<file path="config.mk">
export PLATFORM = sky130hd
export DESIGN_NAME = exc_entry_ctrl
export DESIGN_NICKNAME = d
export VERILOG_FILES = /design/src/rtl/exc_pkg.sv /design/src/rtl/exc_vector_gen.sv /design/src/rtl/exc_csr_bank.sv /design/src/rtl/exc_entry_ctrl.sv
export SDC_FILE = /design/constraint.sdc
export NUM_CORES = 1
export LEC_CHECK = 0
export ABC_AREA = 1
export CORE_MARGIN = 2
export CORE_UTILIZATION = 45
export CTS_BUF_LIST = sky130_fd_sc_hd__clkbuf_4 sky130_fd_sc_hd__clkbuf_8
export CTS_CLUSTER_SIZE = 12
export DETAILED_ROUTE_END_ITERATION = 6
export PLACE_DENSITY_LB_ADDON = 0.12
export SYNTH_ARGS = -nofsm -noshare
export SYNTH_HDL_FRONTEND = slang
export SYNTH_SLANG_ARGS = --single-unit
</file>
<file path="constraint.sdc">
create_clock -name clk -period 5.3 [get_ports clk]
set_clock_uncertainty 0.05 [all_clocks]
set_input_delay 0.795 -clock clk [delete_from_list [all_inputs] [get_ports clk]]
set_output_delay 0.795 -clock clk [all_outputs]
set_load 0.01 [all_outputs]
</file>
<file path="src/rtl/exc_pkg.sv">
package exc_pkg;

  typedef enum logic [2:0] {
    EV_NONE = 3'd0,
    EV_EXC  = 3'd1,
    EV_ERET = 3'd2,
    EV_BRET = 3'd3,
    EV_CSR  = 3'd4
  } exc_event_e;

  typedef enum logic [1:0] {
    CSR_EBASE = 2'd0,
    CSR_DBASE = 2'd1,
    CSR_IEN   = 2'd2,
    CSR_DCTL  = 2'd3
  } csr_sel_e;

  localparam logic LINK_EA = 1'b0;
  localparam logic LINK_BA = 1'b1;

endpackage

</file>
<file path="src/rtl/exc_vector_gen.sv">
module exc_vector_gen #(
  parameter int XLEN       = 32,
  parameter int BASE_LSB   = 8,
  parameter int SLOT_SHIFT = 5,
  parameter int CAUSE_W    = 3,
  parameter logic [(1<<CAUSE_W)-1:0] DEBUG_MASK = 8'b0000_1010
) (
  input  logic [XLEN-BASE_LSB-1:0] ebase_hi,
  input  logic [XLEN-BASE_LSB-1:0] dbase_hi,
  input  logic                     remap,
  input  logic [CAUSE_W-1:0]       cause,
  output logic                     is_debug,
  output logic [XLEN-1:0]          vector
);
  localparam int BASE_W  = XLEN - BASE_LSB;
  localparam int NCAUSE  = 1 << CAUSE_W;

  logic [NCAUSE-1:0] cause_hot;
  logic [BASE_W-1:0] base_sel;

  // One-hot decode of the cause, then masked by the debug-class set.
  genvar gi;
  generate
    for (gi = 0; gi < NCAUSE; gi++) begin : g_dec
      assign cause_hot[gi] = (cause == CAUSE_W'(gi));
    end
  endgenerate

  always_comb begin
    is_debug = |(cause_hot & DEBUG_MASK);
    base_sel = (is_debug || remap) ? dbase_hi : ebase_hi;
    // Base low bits are zero, so concatenation equals base + cause*slot.
    vector   = {base_sel, cause, {SLOT_SHIFT{1'b0}}};
  end

endmodule

</file>
<file path="src/rtl/exc_csr_bank.sv">
module exc_csr_bank
  import exc_pkg::*;
#(
  parameter int XLEN     = 32,
  parameter int BASE_LSB = 8
) (
  input  logic                     clk,
  input  logic                     rst_n,
  input  exc_event_e               ev,
  input  logic                     ev_debug,
  input  logic [1:0]               csr_sel,
  input  logic [XLEN-1:0]          csr_wdata,
  output logic [XLEN-BASE_LSB-1:0] ebase_hi,
  output logic [XLEN-BASE_LSB-1:0] dbase_hi,
  output logic                     ie,
  output logic                     eie,
  output logic                     bie,
  output logic                     remap,
  output logic [XLEN-1:0]          csr_rdata
);
  localparam int BASE_W = XLEN - BASE_LSB;

  logic [BASE_W-1:0] ebase_q, ebase_d, dbase_q, dbase_d;
  logic              ie_q, ie_d, eie_q, eie_d, bie_q, bie_d, re_q, re_d;
  logic              ebase_en, dbase_en, ien_en, re_en;
  logic              unused_wbits;

  assign unused_wbits = ^csr_wdata[BASE_LSB-1:3];

  // Next-state
  always_comb begin
    ebase_d = csr_wdata[XLEN-1:BASE_LSB];
    dbase_d = csr_wdata[XLEN-1:BASE_LSB];
    re_d    = csr_wdata[0];
    ie_d    = ie_q;
    eie_d   = eie_q;
    bie_d   = bie_q;
    ebase_en = 1'b0;
    dbase_en = 1'b0;
    ien_en   = 1'b0;
    re_en    = 1'b0;
    case (ev)
      EV_EXC: begin
        ien_en = 1'b1;
        if (ev_debug) bie_d = bie_q | ie_q;
        else          eie_d = eie_q | ie_q;
        ie_d = 1'b0;
      end
      EV_ERET: begin
        ien_en = 1'b1;
        ie_d   = eie_q;
      end
      EV_BRET: begin
        ien_en = 1'b1;
        ie_d   = bie_q;
      end
      EV_CSR: begin
        case (csr_sel_e'(csr_sel))
          CSR_EBASE: ebase_en = 1'b1;
          CSR_DBASE: dbase_en = 1'b1;
          CSR_IEN: begin
            ien_en = 1'b1;
            ie_d   = csr_wdata[0];
            eie_d  = csr_wdata[1];
            bie_d  = csr_wdata[2];
          end
          default: re_en = 1'b1;
        endcase
      end
      default: ;
    endcase
  end

  // Registers
  always_ff @(posedge clk or negedge rst_n) begin
    if (!rst_n) begin
      ebase_q <= '0;
      dbase_q <= '0;
      ie_q    <= 1'b0;
      eie_q   <= 1'b0;
      bie_q   <= 1'b0;
      re_q    <= 1'b0;
    end else begin
      if (ebase_en) ebase_q <= ebase_d;
      if (dbase_en) dbase_q <= dbase_d;
      if (ien_en) begin
        ie_q  <= ie_d;
        eie_q <= eie_d;
        bie_q <= bie_d;
      end
      if (re_en) re_q <= re_d;
    end
  end

  // Read mux
  always_comb begin
    case (csr_sel_e'(csr_sel))
      CSR_EBASE: csr_rdata = {ebase_q, {BASE_LSB{1'b0}}};
      CSR_DBASE: csr_rdata = {dbase_q, {BASE_LSB{1'b0}}};
      CSR_IEN:   csr_rdata = {{(XLEN-3){1'b0}}, bie_q, eie_q, ie_q};
      default:   csr_rdata = {{(XLEN-1){1'b0}}, re_q};
    endcase
  end

  assign ebase_hi = ebase_q;
  assign dbase_hi = dbase_q;
  assign ie       = ie_q;
  assign eie      = eie_q;
  assign bie      = bie_q;
  assign remap    = re_q;

endmodule

</file>
<file path="src/rtl/exc_entry_ctrl.sv">
module exc_entry_ctrl
  import exc_pkg::*;
#(
  parameter int XLEN       = 32,
  parameter int BASE_LSB   = 8,
  parameter int SLOT_SHIFT = 5,
  parameter int CAUSE_W    = 3,
  parameter logic [(1<<CAUSE_W)-1:0] DEBUG_MASK = 8'b0000_1010
) (
  input  logic               clk,
  input  logic               rst_n,
  input  logic               exc_req,
  input  logic [CAUSE_W-1:0] exc_cause,
  input  logic [XLEN-1:0]    cur_pc,
  input  logic               eret,
  input  logic               bret,
  input  logic [XLEN-1:0]    ea_in,
  input  logic [XLEN-1:0]    ba_in,
  input  logic               csr_we,
  input  logic [1:0]         csr_sel,
  input  logic [XLEN-1:0]    csr_wdata,
  output logic [XLEN-1:0]    csr_rdata,
  output logic               link_we,
  output logic               link_sel,
  output logic [XLEN-1:0]    link_data,
  output logic               redirect_valid,
  output logic [XLEN-1:0]    redirect_pc
);
  localparam int BASE_W = XLEN - BASE_LSB;

  // Reset: asserted asynchronously, released after two clock edges
  logic [1:0] rst_pipe_q;
  logic       rst_sync_n;

  always_ff @(posedge clk or negedge rst_n) begin
    if (!rst_n) rst_pipe_q <= 2'b00;
    else        rst_pipe_q <= {rst_pipe_q[0], 1'b1};
  end
  assign rst_sync_n = rst_pipe_q[1];

  // Event arbitration: request, then eret, then bret, then register write
  exc_event_e ev;
  always_comb begin
    if (exc_req)     ev = EV_EXC;
    else if (eret)   ev = EV_ERET;
    else if (bret)   ev = EV_BRET;
    else if (csr_we) ev = EV_CSR;
    else             ev = EV_NONE;
  end

  logic [BASE_W-1:0] ebase_w, dbase_w;
  logic              ie_w, eie_w, bie_w, re_w;
  logic              is_dbg;
  logic [XLEN-1:0]   vec_pc;

  exc_vector_gen #(
    .XLEN(XLEN), .BASE_LSB(BASE_LSB), .SLOT_SHIFT(SLOT_SHIFT),
    .CAUSE_W(CAUSE_W), .DEBUG_MASK(DEBUG_MASK)
  ) u_vec (
    .ebase_hi (ebase_w),
    .dbase_hi (dbase_w),
    .remap    (re_w),
    .cause    (exc_cause),
    .is_debug (is_dbg),
    .vector   (vec_pc)
  );

  exc_csr_bank #(.XLEN(XLEN), .BASE_LSB(BASE_LSB)) u_bank (
    .clk       (clk),
    .rst_n     (rst_sync_n),
    .ev        (ev),
    .ev_debug  (is_dbg),
    .csr_sel   (csr_sel),
    .csr_wdata (csr_wdata),
    .ebase_hi  (ebase_w),
    .dbase_hi  (dbase_w),
    .ie        (ie_w),
    .eie       (eie_w),
    .bie       (bie_w),
    .remap     (re_w),
    .csr_rdata (csr_rdata)
  );

  // Output next-state
  logic            rv_d, lwe_d, lsel_d;
  logic [XLEN-1:0] rpc_d, ldata_d;

  always_comb begin
    rv_d    = 1'b0;
    lwe_d   = 1'b0;
    lsel_d  = LINK_EA;
    rpc_d   = vec_pc;
    ldata_d = cur_pc;
    case (ev)
      EV_EXC: begin
        rv_d   = 1'b1;
        lwe_d  = 1'b1;
        lsel_d = is_dbg ? LINK_BA : LINK_EA;
      end
      EV_ERET: begin
        rv_d  = 1'b1;
        rpc_d = ea_in;
      end
      EV_BRET: begin
        rv_d  = 1'b1;
        rpc_d = ba_in;
      end
      default: ;
    endcase
  end

  // Output registers
  logic            rv_q, lwe_q, lsel_q;
  logic [XLEN-1:0] rpc_q, ldata_q;

  always_ff @(posedge clk or negedge rst_sync_n) begin
    if (!rst_sync_n) begin
      rv_q    <= 1'b1;
      rpc_q   <= '0;
      lwe_q   <= 1'b0;
      lsel_q  <= LINK_EA;
      ldata_q <= '0;
    end else begin
      rv_q  <= rv_d;
      lwe_q <= lwe_d;
      if (rv_d) rpc_q <= rpc_d;
      if (lwe_d) begin
        lsel_q  <= lsel_d;
        ldata_q <= ldata_d;
      end
    end
  end

  assign redirect_valid = rv_q;
  assign redirect_pc    = rpc_q;
  assign link_we        = lwe_q;
  assign link_sel       = lsel_q;
  assign link_data      = ldata_q;

endmodule

</file>
==> impl_metrics.tcl <==
set metrics [dict create \
    hold_class "flip-flop to flip-flop" \
    whs_ns 0.301 \
    fin_crit_sh 0.719 \
    cts-root-buf "clkbuf_8" \
    totalWireLength_um 17100 \
    p_leak_uw 0.00425 \
    cts_made_buffers 17 \
    dp.final_hpwl_um 11900 \
    yosysTopAreaCell "dfrtp_1" \
    avgViaCountPerCell 4.70 \
    dr_total_vias 5514 \
    drive_gt1_frac 0.0621 \
    slew_viol_final 0 \
    rrSetupSlack_ns 3.18 \
    fin_cells 1174 \
    rr_worst_depth 6 \
    rsz0062_at_grt "no" \
    switching_power_uw 759 \
    p_clk_frac 0.335 \
    drc_errors 0 \
    fin_crit_ns 3.81 \
    post-route-util 0.660 \
    worst_pin_slew_ns 0.923 \
    p_int_uw 1940 \
    startpoint_type "primary input" \
    avgSynthCellArea_sq_um 7.68 \
    core_area_sq_um 13100 \
    dieWidth_um 119 \
    power_frac_seq 0.419 \
    synth_most_common_cell "nand2_1" \
    finalSetupViolCount 0 \
    setup_ws_ns 1.49 \
    gp_congestion 0.866 \
    area_growth_pct 44.7 \
    netlist_area_sq_um 5970 \
    cts_sinks 121 \
    power_frac_comb 0.246 \
    synthTopCellsByArea "dfrtp_1 50%, nand2_1 19%, inv_1 6.0%" \
    diodes 0 \
    ios 238 \
    relSlewSlack 0.383 \
    antenna_found_initial 0 \
    first_pass_iters 5 \
    synth_enable_flop_cells 0 \
    path_max_fanout 24 \
    clk_pin_slew_worst_paths_ns 0.07 \
    netlist.area_leader.share 0.503 \
    clockBufferDepth 2 \
    clock.fmax_mhz 262 \
    r2r_end "redirect_pc[18]" \
    yosysUniqueCellTypes 29 \
    worstPathRequired_ns 4.45 \
    r2r-start "u_bank.remap" \
    clock_latency_ns 0.44 \
    async_flop_share 1.00 \
    post-cts-setup-buffers 0 \
    start_util 0.456 \
    cts_resized 0 \
    hold_viol 0 \
    outcome "finished clean" \
    ys.flop_type "dfrtp_1" \
    pwr_density_cell_nw_per_um2 313 \
    dp_cells 1142 \
    tritoncts "done" \
    drv_cap 0 \
    die-height_um 119 \
    drt_iter0_drc 343 \
    htreeDepth 4 \
    netlist_instances 777 \
    numPortBuffers 227 \
    grt_usage 0.248 \
    ys_warn_count 0 \
    fin_nets 1124 \
    synth-seq-cells 121 \
    wire_per_inst_um 14.5 \
    grt_max_degree 62 \
    rows 42 \
    grt_pass1_wl_um 27400 \
    dieArea_sq_um 14200 \
    ys_seq_area_frac 0.507 \
    cp.arrival_ns 2.97 \
    grt_pass1_vias 5164 \
    switching_share 0.281 \
    critPathKind "primary input to primary output" \
    peakVddDrop_v 0.000211 \
    end_kind "primary output" \
    place_ws_ns 1.52 \
    startpoint "csr_sel[0]" \
    setup-tns-final_ns 0 \
    ant_nets 0 \
    overflow 0 \
    ys_top_cells_by_count "297 x nand2_1, 120 x dfrtp_1, 95 x inv_1" \
    endpoint "csr_rdata[15]" \
    cts_hold_buf 0 \
]
flip-flops by register name, summed over array words and instances (netlist names):
name	cells
link_data	32
link_sel	1
link_we	1
redirect_pc	32
redirect_valid	1
rst_pipe_q	2
u_bank.bie	1
u_bank.dbase_hi	24
u_bank.ebase_hi	24
u_bank.eie	1
u_bank.ie	1
u_bank.remap	1
cell type report:
type                       instances  area [sq um]
tap                              176           220
inverter                         101           382
clock buffer                      23           285
timing repair buffer             229          2280
sequential                       121          3030
clock inverter                     9           148
multi-input combinational        515          2290
fill                            1153          4450
worst max-delay path: stages:
cell,delay (ns)
clkdlybuf4s50_1,0.52
inv_1,0.08
nor2_1,0.20
inv_1,0.42
o22ai_1,0.34
clkdlybuf4s50_1,0.59
power groups by stage:
| stage | registers (uW) | logic (uW) | clock network, uW |
|---|---|---|---|
| after floorplan | 1170 | 302 | 0 |
| after global placement | 1140 | 660 | 0 |
| after detailed placement | 1150 | 667 | 0 |
| after CTS | 1130 | 672 | 920 |
| after global routing | 1150 | 737 | 964 |
| final | 1130 | 665 | 906 |
how the worst min path moves through the flow:
stage,startpoint,cells past startpoint,slack [ns],endpoint
CTS,rst_pipe_q[0],0,0.31,rst_pipe_q[1]
finish,rst_pipe_q[0],0,0.30,rst_pipe_q[1]
floorplan,rst_pipe_q[0],0,0.28,rst_pipe_q[1]
global route,rst_pipe_q[0],0,0.32,rst_pipe_q[1]
detailed placement,rst_pipe_q[0],0,0.29,rst_pipe_q[1]
global placement,rst_pipe_q[0],0,0.29,rst_pipe_q[1]
through the flow:
stage	power [uW]	cell area, sq um
floorplan	1470	5990
detailed placement	1820	8210
global route	2850	8640
global placement	1800	8210
finish	2700	8640
CTS	2720	8640
kinds of logic (layout without fill, tap and decap cells):
| family | after synthesis | after routing | share of synthesized area |
|---|---|---|---|
| compound gates | 91 | 91 | 0.0863 |
| flops | 121 | 121 | 0.507 |
| simple gates | 418 | 418 | 0.293 |
| buf+inv | 145 | 362 | 0.112 |
| other cells | 2 | 6 | 0.00126 |
metal layers:
metal,routed length [um],part of all wire,up-vias,global-route usage
met4,396,0.023,0,0.0923
met2,7900,0.46,170,0.390
li1,-,-,2824,-
met3,959,0.056,27,0.0599
met5,0,0,-,0
met1,7830,0.46,2493,0.335
cells in the final DEF (no fill, tap or decap), types with 8 or more instances in the layout:
| cell type | Yosys | routed |
|---|---|---|
| dfrtp_1 | 120 | 119 |
| nand2_1 | 297 | 297 |
| nand3_1 | 57 | 57 |
| nand3b_1 | 9 | 9 |
| inv_1 | 95 | 95 |
| o21ai_1 | 30 | 30 |
| o21ai_0 | 18 | 18 |
| o22ai_1 | 24 | 24 |
| o21ai_2 | 8 | 8 |
| clkdlybuf4s50_1 | 0 | 226 |
| a21oi_1 | 11 | 11 |
| nor2_1 | 39 | 39 |
| clkbuf_8 | 0 | 18 |
Power figures use the tool's default switching activity.
